[src/rtl/burst_addr_pkg.sv]
// Package: shared types and the beat-order mapping for the burst address
// generator. Assumes a fixed four-beat burst on two low address bits.
package burst_addr_pkg;

    localparam int LOW_W = 2;
    localparam int BEATS = 1 << LOW_W;

    typedef enum logic {
        ORD_LINEAR     = 1'b0,
        ORD_INTERLEAVE = 1'b1
    } order_e;

    typedef logic [LOW_W-1:0] low_t;

endpackage

[src/rtl/burst_load_ctrl.sv]
// Module: burst_load_ctrl
// Decodes the two address strobes, the processor chip-enable qualifier and
// the advance input into one load request and one step request.
// Assumes all inputs are already synchronous to clk; purely combinational.
module burst_load_ctrl (
    input  logic cpu_strb_n,
    input  logic ctl_strb_n,
    input  logic cpu_ce_n,
    input  logic adv_n,
    output logic load_en,
    output logic cpu_load,
    output logic step_en
);

    logic cpu_req;
    logic ctl_req;

    // Qualify each strobe; the processor strobe needs chip enable.
    always_comb begin
        cpu_req = !cpu_strb_n && !cpu_ce_n;
        ctl_req = !ctl_strb_n;
    end

    // Priority: processor load first, then controller load, then advance.
    always_comb begin
        cpu_load = 1'b0;
        load_en  = 1'b0;
        step_en  = 1'b0;
        if (cpu_req) begin
            cpu_load = 1'b1;
            load_en  = 1'b1;
        end else if (ctl_req) begin
            load_en  = 1'b1;
        end else if (!adv_n) begin
            step_en  = 1'b1;
        end
    end

endmodule

[src/rtl/burst_beat_counter.sv]
// Module: burst_beat_counter
// Holds the start value of the low bits, the beat count, the latched order
// and the first-beat flag. A load presets the start and clears the count; a
// step increments the count, which wraps naturally at four beats.
// Assumes load_en and step_en are never both high (decoder guarantees it).
module burst_beat_counter
    import burst_addr_pkg::*;
(
    input  logic   clk,
    input  logic   rst_n,
    input  logic   load_en,
    input  logic   step_en,
    input  low_t   start_in,
    input  order_e order_in,
    output low_t   start_q,
    output low_t   beat_q,
    output order_e order_q,
    output logic   first_q
);

    // Start value and order are captured only on a load.
    always_ff @(posedge clk) begin
        if (!rst_n) begin
            start_q <= '0;
            order_q <= ORD_INTERLEAVE;
        end else if (load_en) begin
            start_q <= start_in;
            order_q <= order_in;
        end
    end

    // Beat count: cleared on load, incremented on step, else held.
    always_ff @(posedge clk) begin
        if (!rst_n) begin
            beat_q <= '0;
        end else if (load_en) begin
            beat_q <= '0;
        end else if (step_en) begin
            beat_q <= beat_q + low_t'(1);
        end
    end

    // First-beat flag: set by a load, cleared by a step.
    always_ff @(posedge clk) begin
        if (!rst_n) begin
            first_q <= 1'b0;
        end else if (load_en) begin
            first_q <= 1'b1;
        end else if (step_en) begin
            first_q <= 1'b0;
        end
    end

endmodule

[src/rtl/burst_order_map.sv]
// Module: burst_order_map
// Maps start value and beat count to the low address bits. Linear order
// adds with wrap; interleaved order XORs. Both variants are built bit by
// bit in a generate loop and the latched order picks one.
// Assumes LOW_W from the package; purely combinational.
module burst_order_map
    import burst_addr_pkg::*;
(
    input  low_t   start_q,
    input  low_t   beat_q,
    input  order_e order_q,
    output low_t   low_out
);

    low_t lin_bits;
    low_t ilv_bits;
    logic [LOW_W:0] carry;

    assign carry[0] = 1'b0;

    // One ripple adder stage and one XOR stage per low address bit.
    for (genvar i = 0; i < LOW_W; i++) begin : g_bit
        assign lin_bits[i]  = start_q[i] ^ beat_q[i] ^ carry[i];
        assign carry[i+1]   = (start_q[i] & beat_q[i]) |
                              (carry[i] & (start_q[i] ^ beat_q[i]));
        assign ilv_bits[i]  = start_q[i] ^ beat_q[i];
    end

    // Select the variant fixed at load time.
    always_comb begin
        low_out = (order_q == ORD_LINEAR) ? lin_bits : ilv_bits;
    end

endmodule

[src/rtl/burst_addr_gen.sv]
// Module: burst_addr_gen (top)
// Captures a full address on either strobe and then walks the two low bits
// through a four-beat burst in linear or interleaved order. The upper bits
// are held in a register that changes only on a load.
// Assumes synchronous inputs and ADDR_W greater than LOW_W.
module burst_addr_gen
    import burst_addr_pkg::*;
#(
    parameter int ADDR_W = 20
) (
    input  logic              clk,
    input  logic              rst_n,
    input  logic [ADDR_W-1:0] addr_in,
    input  logic              cpu_strb_n,
    input  logic              ctl_strb_n,
    input  logic              cpu_ce_n,
    input  logic              adv_n,
    input  logic              order_sel,
    output logic [ADDR_W-1:0] addr_q,
    output logic              first_q
);

    localparam int HI_W = ADDR_W - LOW_W;

    logic            load_en;
    logic            cpu_load;
    logic            step_en;
    logic [HI_W-1:0] hi_q;
    low_t            start_q;
    low_t            beat_q;
    order_e          order_q;
    low_t            low_bits;
    order_e          order_in;

    assign order_in = order_e'(order_sel);

    burst_load_ctrl u_ctrl (
        .cpu_strb_n (cpu_strb_n),
        .ctl_strb_n (ctl_strb_n),
        .cpu_ce_n   (cpu_ce_n),
        .adv_n      (adv_n),
        .load_en    (load_en),
        .cpu_load   (cpu_load),
        .step_en    (step_en)
    );

    burst_beat_counter u_cnt (
        .clk      (clk),
        .rst_n    (rst_n),
        .load_en  (load_en),
        .step_en  (step_en),
        .start_in (addr_in[LOW_W-1:0]),
        .order_in (order_in),
        .start_q  (start_q),
        .beat_q   (beat_q),
        .order_q  (order_q),
        .first_q  (first_q)
    );

    burst_order_map u_map (
        .start_q (start_q),
        .beat_q  (beat_q),
        .order_q (order_q),
        .low_out (low_bits)
    );

    // Upper address bits: loaded with the strobe, fixed during a burst.
    always_ff @(posedge clk) begin
        if (!rst_n) begin
            hi_q <= '0;
        end else if (load_en) begin
            hi_q <= addr_in[ADDR_W-1:LOW_W];
        end
    end

    // Current address: fixed upper part joined to the mapped low bits.
    always_comb begin
        addr_q = {hi_q, low_bits};
    end

endmodule

[config.mk]
export PLATFORM = sky130hd
export DESIGN_NAME = burst_addr_gen
export DESIGN_NICKNAME = d
export VERILOG_FILES = /design/src/rtl/burst_addr_pkg.sv /design/src/rtl/burst_load_ctrl.sv /design/src/rtl/burst_beat_counter.sv /design/src/rtl/burst_order_map.sv /design/src/rtl/burst_addr_gen.sv
export SDC_FILE = /design/constraint.sdc
export NUM_CORES = 1
export LEC_CHECK = 0
export ABC_AREA = 1
export BUFFER_PORTS_ARGS = -buffer_cell sky130_fd_sc_hd__buf_2
export CAP_MARGIN = 25
export CELL_PAD_IN_SITES_DETAIL_PLACEMENT = 0
export CELL_PAD_IN_SITES_GLOBAL_PLACEMENT = 1
export CORE_UTILIZATION = 30
export DETAILED_ROUTE_END_ITERATION = 6
export GPL_ROUTABILITY_DRIVEN = 0
export PLACE_DENSITY = 0.75
export RECOVER_POWER = 25
export SYNTH_ARGS = -nofsm -noshare
export SYNTH_HDL_FRONTEND = slang
export SYNTH_SLANG_ARGS = --single-unit
[constraint.sdc]
create_clock -name clk -period 1.3 [get_ports clk]
set_input_delay 0.26 -clock clk [delete_from_list [all_inputs] [get_ports clk]]
set_output_delay 0.26 -clock clk [all_outputs]
set_load 0.03 [all_outputs]
Word level (Yosys, flattened, before mapping)
Index checks and enable logic that the tools add are counted.
{ "word_totals": {"regBits": 24} }
{ "classes": {"add_sub_neg": 1, "muxes": 8, "bitwise": 5, "n_reduce_logical": 5} }
{ "ops": {"columns": ["cell", "count"], "rows": [
  ["$mux W1", 7],
  ["$xor A1 B1 Y1", 3],
  ["$add A2 B1 Y2 const B", 1],
  ["$logic_not A1 Y1", 2],
  ["$mux W2", 1],
  ["$reduce_bool A2 Y1", 1],
  ["$reduce_or A2 Y1", 1],
  ["$and A1 B1 Y1", 1],
  ["$logic_and A1 B1 Y1", 1],
  ["$not A1 Y1", 1]
]} }

Longest topological paths before layout
{ "logic_depth": {"depth_word": 5, "depth_mapped": 7} }

Modules after synthesis
A second synthesis with hierarchy kept.
{ "unflattened": {"hier_cells": 165, "hier_area_um2": 1074.8} }
{ "modules_own_cells": {"columns": ["mod", "instances", "cells_per_inst", "area_each_um2", "seq_area_each_um2"], "rows": [
  ["burst_addr_gen", 1, 114, 758.2, 360.3],
  ["burst_beat_counter", 1, 31, 226.5, 120.1],
  ["burst_order_map", 1, 15, 67.6, 0.0],
  ["burst_load_ctrl", 1, 5, 22.5, 0.0]
]} }

Least setup slack after synthesis
No wires, ideal clock.
{ "synth_timing": {"kind": "flip-flop to output port", "from": "reg u_cnt.beat_q[0]", "to": "out addr_q[1]", "arrival_time_ns": 0.963, "required_ns": 1.040, "setup_slack_ns": 0.077, "stages_incl_launch_ff": 8, "path_buffers": 0, "cell_sequence": "dfxtp_1 > ha_1 > inv_1 > nor2_1 > inv_1 > nand2_1 > nand2_1 > inv_1"} }
{ "synth_between": {"elab_chain_len": 3} }
{ "synth_rtl": {"columns": ["item", "line", "source"], "rows": [
  ["start, declared", "burst_beat_counter.sv:16", "output low_t beat_q,"],
  ["start signal, assigned", "burst_beat_counter.sv:39", "beat_q <= beat_q + low_t'(1);"],
  ["$and A1 B1 Y1", "burst_order_map.sv:24", "assign carry[i+1] = (start_q[i] & beat_q[i]) |"],
  ["$xor A1 B1 Y1", "burst_order_map.sv:23", "assign lin_bits[i] = start_q[i] ^ beat_q[i] ^ carry[i];"],
  ["$mux W2", "burst_order_map.sv:31", "low_out = (order_q == ORD_LINEAR) ? lin_bits : ilv_bits;"],
  ["end, declared", "burst_addr_gen.sv:19", "output logic [ADDR_W-1:0] addr_q,"]
]} }
No other way between the ends.

Final worst setup path
Ends and elaborated chain as after synthesis.

==> metrics.txt <==
Area Growth Syn to Fin 31.9%; Post-Syn Instances 166; placed cell count 254; setup TNS -0.193 ns; Worst-path clk slew 0.13 ns; DR iter-0 viols 20; failing checks negative setup slack; maxcap violations 0; Seq pwr share between 50 and 60%; CTS sink cnt 24; Core Box Area 3390 um2; # nets final 242; switching part of the total between 30% and 40%; cell area after synthesis about 1100 um2; Via-to-Cell Ratio between 4 and 5; Worst Path Arrival approximately 1.2 ns; crit path kind register to output pin; drt first pass iters 4; IO Count 48; GRT Overall Usage around 14%; DRC 0; RSZ-0062 raised after global routing true; most common cell in the synthesized netlist nor2_1; Power Total ~1.6 mW; fmax between 0.6 and 0.7 GHz; status finished, violations left; switching pwr 0.496 mW; asr flop ratio synth 0%; sequential area share after synthesis approximately 45%; combinational power share around a quarter; final worst slack -0.190 ns; post-place setup slack between 0.06 and 0.07 ns; syn_area_per_cell between 6 and 7 um2; Clk Tree Root Cell clkbuf_4; Synth top area share 44.6%; PD cells 1120 nW/um2; share of cells above drive strength 1 around 28%; EDFF count, synth 0; vias in the first global route approximately 930; distinct cell type count after synthesis 14; maximum vdd drop between 0.0006 and 0.0007 V; CTS tree built; worst-skew pair later-pin latency slightly above 0.3 ns; Yosys reg bits 24; # diodes 0; LEAKAGE ~0.79 nW; first-pass GRT wire length 3940 um; CP Data Required Time between 1 and 1.5 ns; filler-free cell count of the finished design 259; Area contributors post-synth dfxtp_1, nor2_1, nand2_1; Num CTS Buffers 3; worst hold path type input port to register; Clock Skew about 0.00013 ns; remaining antenna violation count 0; die width 61.9 um; post-layout min period 1.49 ns; I/O Buffers 47; CP startpoint kind register; Detailed Route WL about 2400 um; Post-synth top flop dfxtp_1; Vert. Die Dim a little over 60 um; Post-synth top cells nor2_1, nand2_1, inv_1; Yosys warning count 0; Critical Path Fanout Max 2; Final Cycle Share 115%; largest net degree at the start of global routing 24; H-tree Lvls 1; Starting Density approximately a third; Worst setup EP type output pin; Slew Limit Fails 0; internal power around 1.1 mW; cell taking the most area after synthesis dfxtp_1; routed vias around 1100; HPWL after DPL approximately 1700 um; row cnt 21; die area about 3800 um2; worst reg2reg setup slack roughly 0.4 ns; Clock Path Buffers 2; Worst-Margin Slew 0.541 ns; initial antenna violation count 0; Remaining Overflow, GRT 0; Fin. Hold Viols 0; syn_nets 194; clock power share approximately a quarter; WL/cell 9.38 um; Final setup violation count 2; worst rel slew slack 63.9%
[worst max-delay path, cell delays in order, from the launching register on]
cell and delay [ns]:
dfxtp_2 0.37, ha_4 0.13, inv_2 0.03, nor2_2 0.08, inv_1 0.04, nand2_1 0.04, nand2_1 0.04, inv_1 0.06
buf_6 0.12
[kinds of logic (layout without fill, tap and decap cells)]
logic type | after synthesis | after routing | share of synthesized area [%]
simple gates | 102 | 102 | 39.0
buf+inv | 37 | 84 | 13.9
flops | 24 | 24 | 44.6
fa+ha+maj | 1 | 1 | 1.16
compound gates | 1 | 1 | 0.464
xor+xnor | 1 | 1 | 0.813
[metal layers]
layer | part of all wire (%) | global-route usage, % | wire length, um | vias up
met5 | 0 | 0 | 0 | -
met4 | 0.91 | 2.86 | 22 | 0
met3 | 5.2 | 4.35 | 126 | 2
met2 | 44 | 21.7 | 1060 | 23
met1 | 50 | 18.8 | 1220 | 448
li1 | - | - | - | 584
[power groups by stage]
stage / sequential (mW) / combinational [mW] / clock (mW)
6_report: 0.818 / 0.385 / 0.393
5_1_grt: 0.826 / 0.440 / 0.435
4_1_cts: 0.819 / 0.396 / 0.410
3_5_place_dp: 0.833 / 0.382 / 0
3_3_place_gp: 0.833 / 0.381 / 0
2_1_floorplan: 0.923 / 0.168 / 0
[flip-flops by register name, summed over array words and instances (netlist names)]
| signal | flops |
|---|---|
| u_cnt.beat_q | 2 |
| u_cnt.first_q | 1 |
| u_cnt.start_q | 2 |
| hi_q | 18 |
| u_cnt.order_q | 1 |
[placed cells by master (no fill, tap or decap), drive strengths merged]
master,instances
nand2,33
nand3,24
inv,29
nor2,45
buf,49
ha,1
dfxtp,24
xor2,1
clkbuf,6
o21ai,1
[stage by stage]
step / hold slack [ns] / area [um2] / utilization (%)
after global routing: 0.161 / 1420 / 41.9
after global placement: 0.481 / 1360 / 40.2
after CTS: 0.150 / 1430 / 42.2
after floorplan: 0.381 / 1080 / -
after detailed placement: 0.487 / 1360 / 40.2
final: 0.158 / 1420 / 41.9
[layout make-up]
| cell class | count | area [um2] |
|---|---|---|
| Fill cell | 391 | 1970 |
| Sequential cell | 24 | 483 |
| Multi-Input combinational cell | 105 | 462 |
| Timing Repair Buffer | 51 | 274 |
| Inverter | 29 | 109 |
| Tap cell | 46 | 57.6 |
| Clock buffer | 4 | 36.3 |
[repair_timing]
item | in CTS | in global routing
hold buffers | 0 | 0
setup endpoints to repair | 2 | 2
gates cloned | 0 | 0
gates resized for setup | 10 | 0
pin swaps | 3 | 1
hold endpoints to repair | 0 | 0
setup buffers | 0 | 1
[path summary, 6_finish.rpt]
path                            cells after the start                    startpoint                            to
worst max register to register                      4  u_cnt.beat_q[0]$_SDFFE_PP0P_  u_cnt.beat_q[0]$_SDFFE_PP0P_
worst max-delay path                                8  u_cnt.beat_q[0]$_SDFFE_PP0P_                     addr_q[1]
worst min register to register                      4    u_cnt.first_q$_SDFFE_PN0P_    u_cnt.first_q$_SDFFE_PN0P_
worst min-delay path                                3                    addr_in[2]          hi_q[0]$_SDFFE_PN0P_
Note: power is estimated with default switching activity, not from simulation.
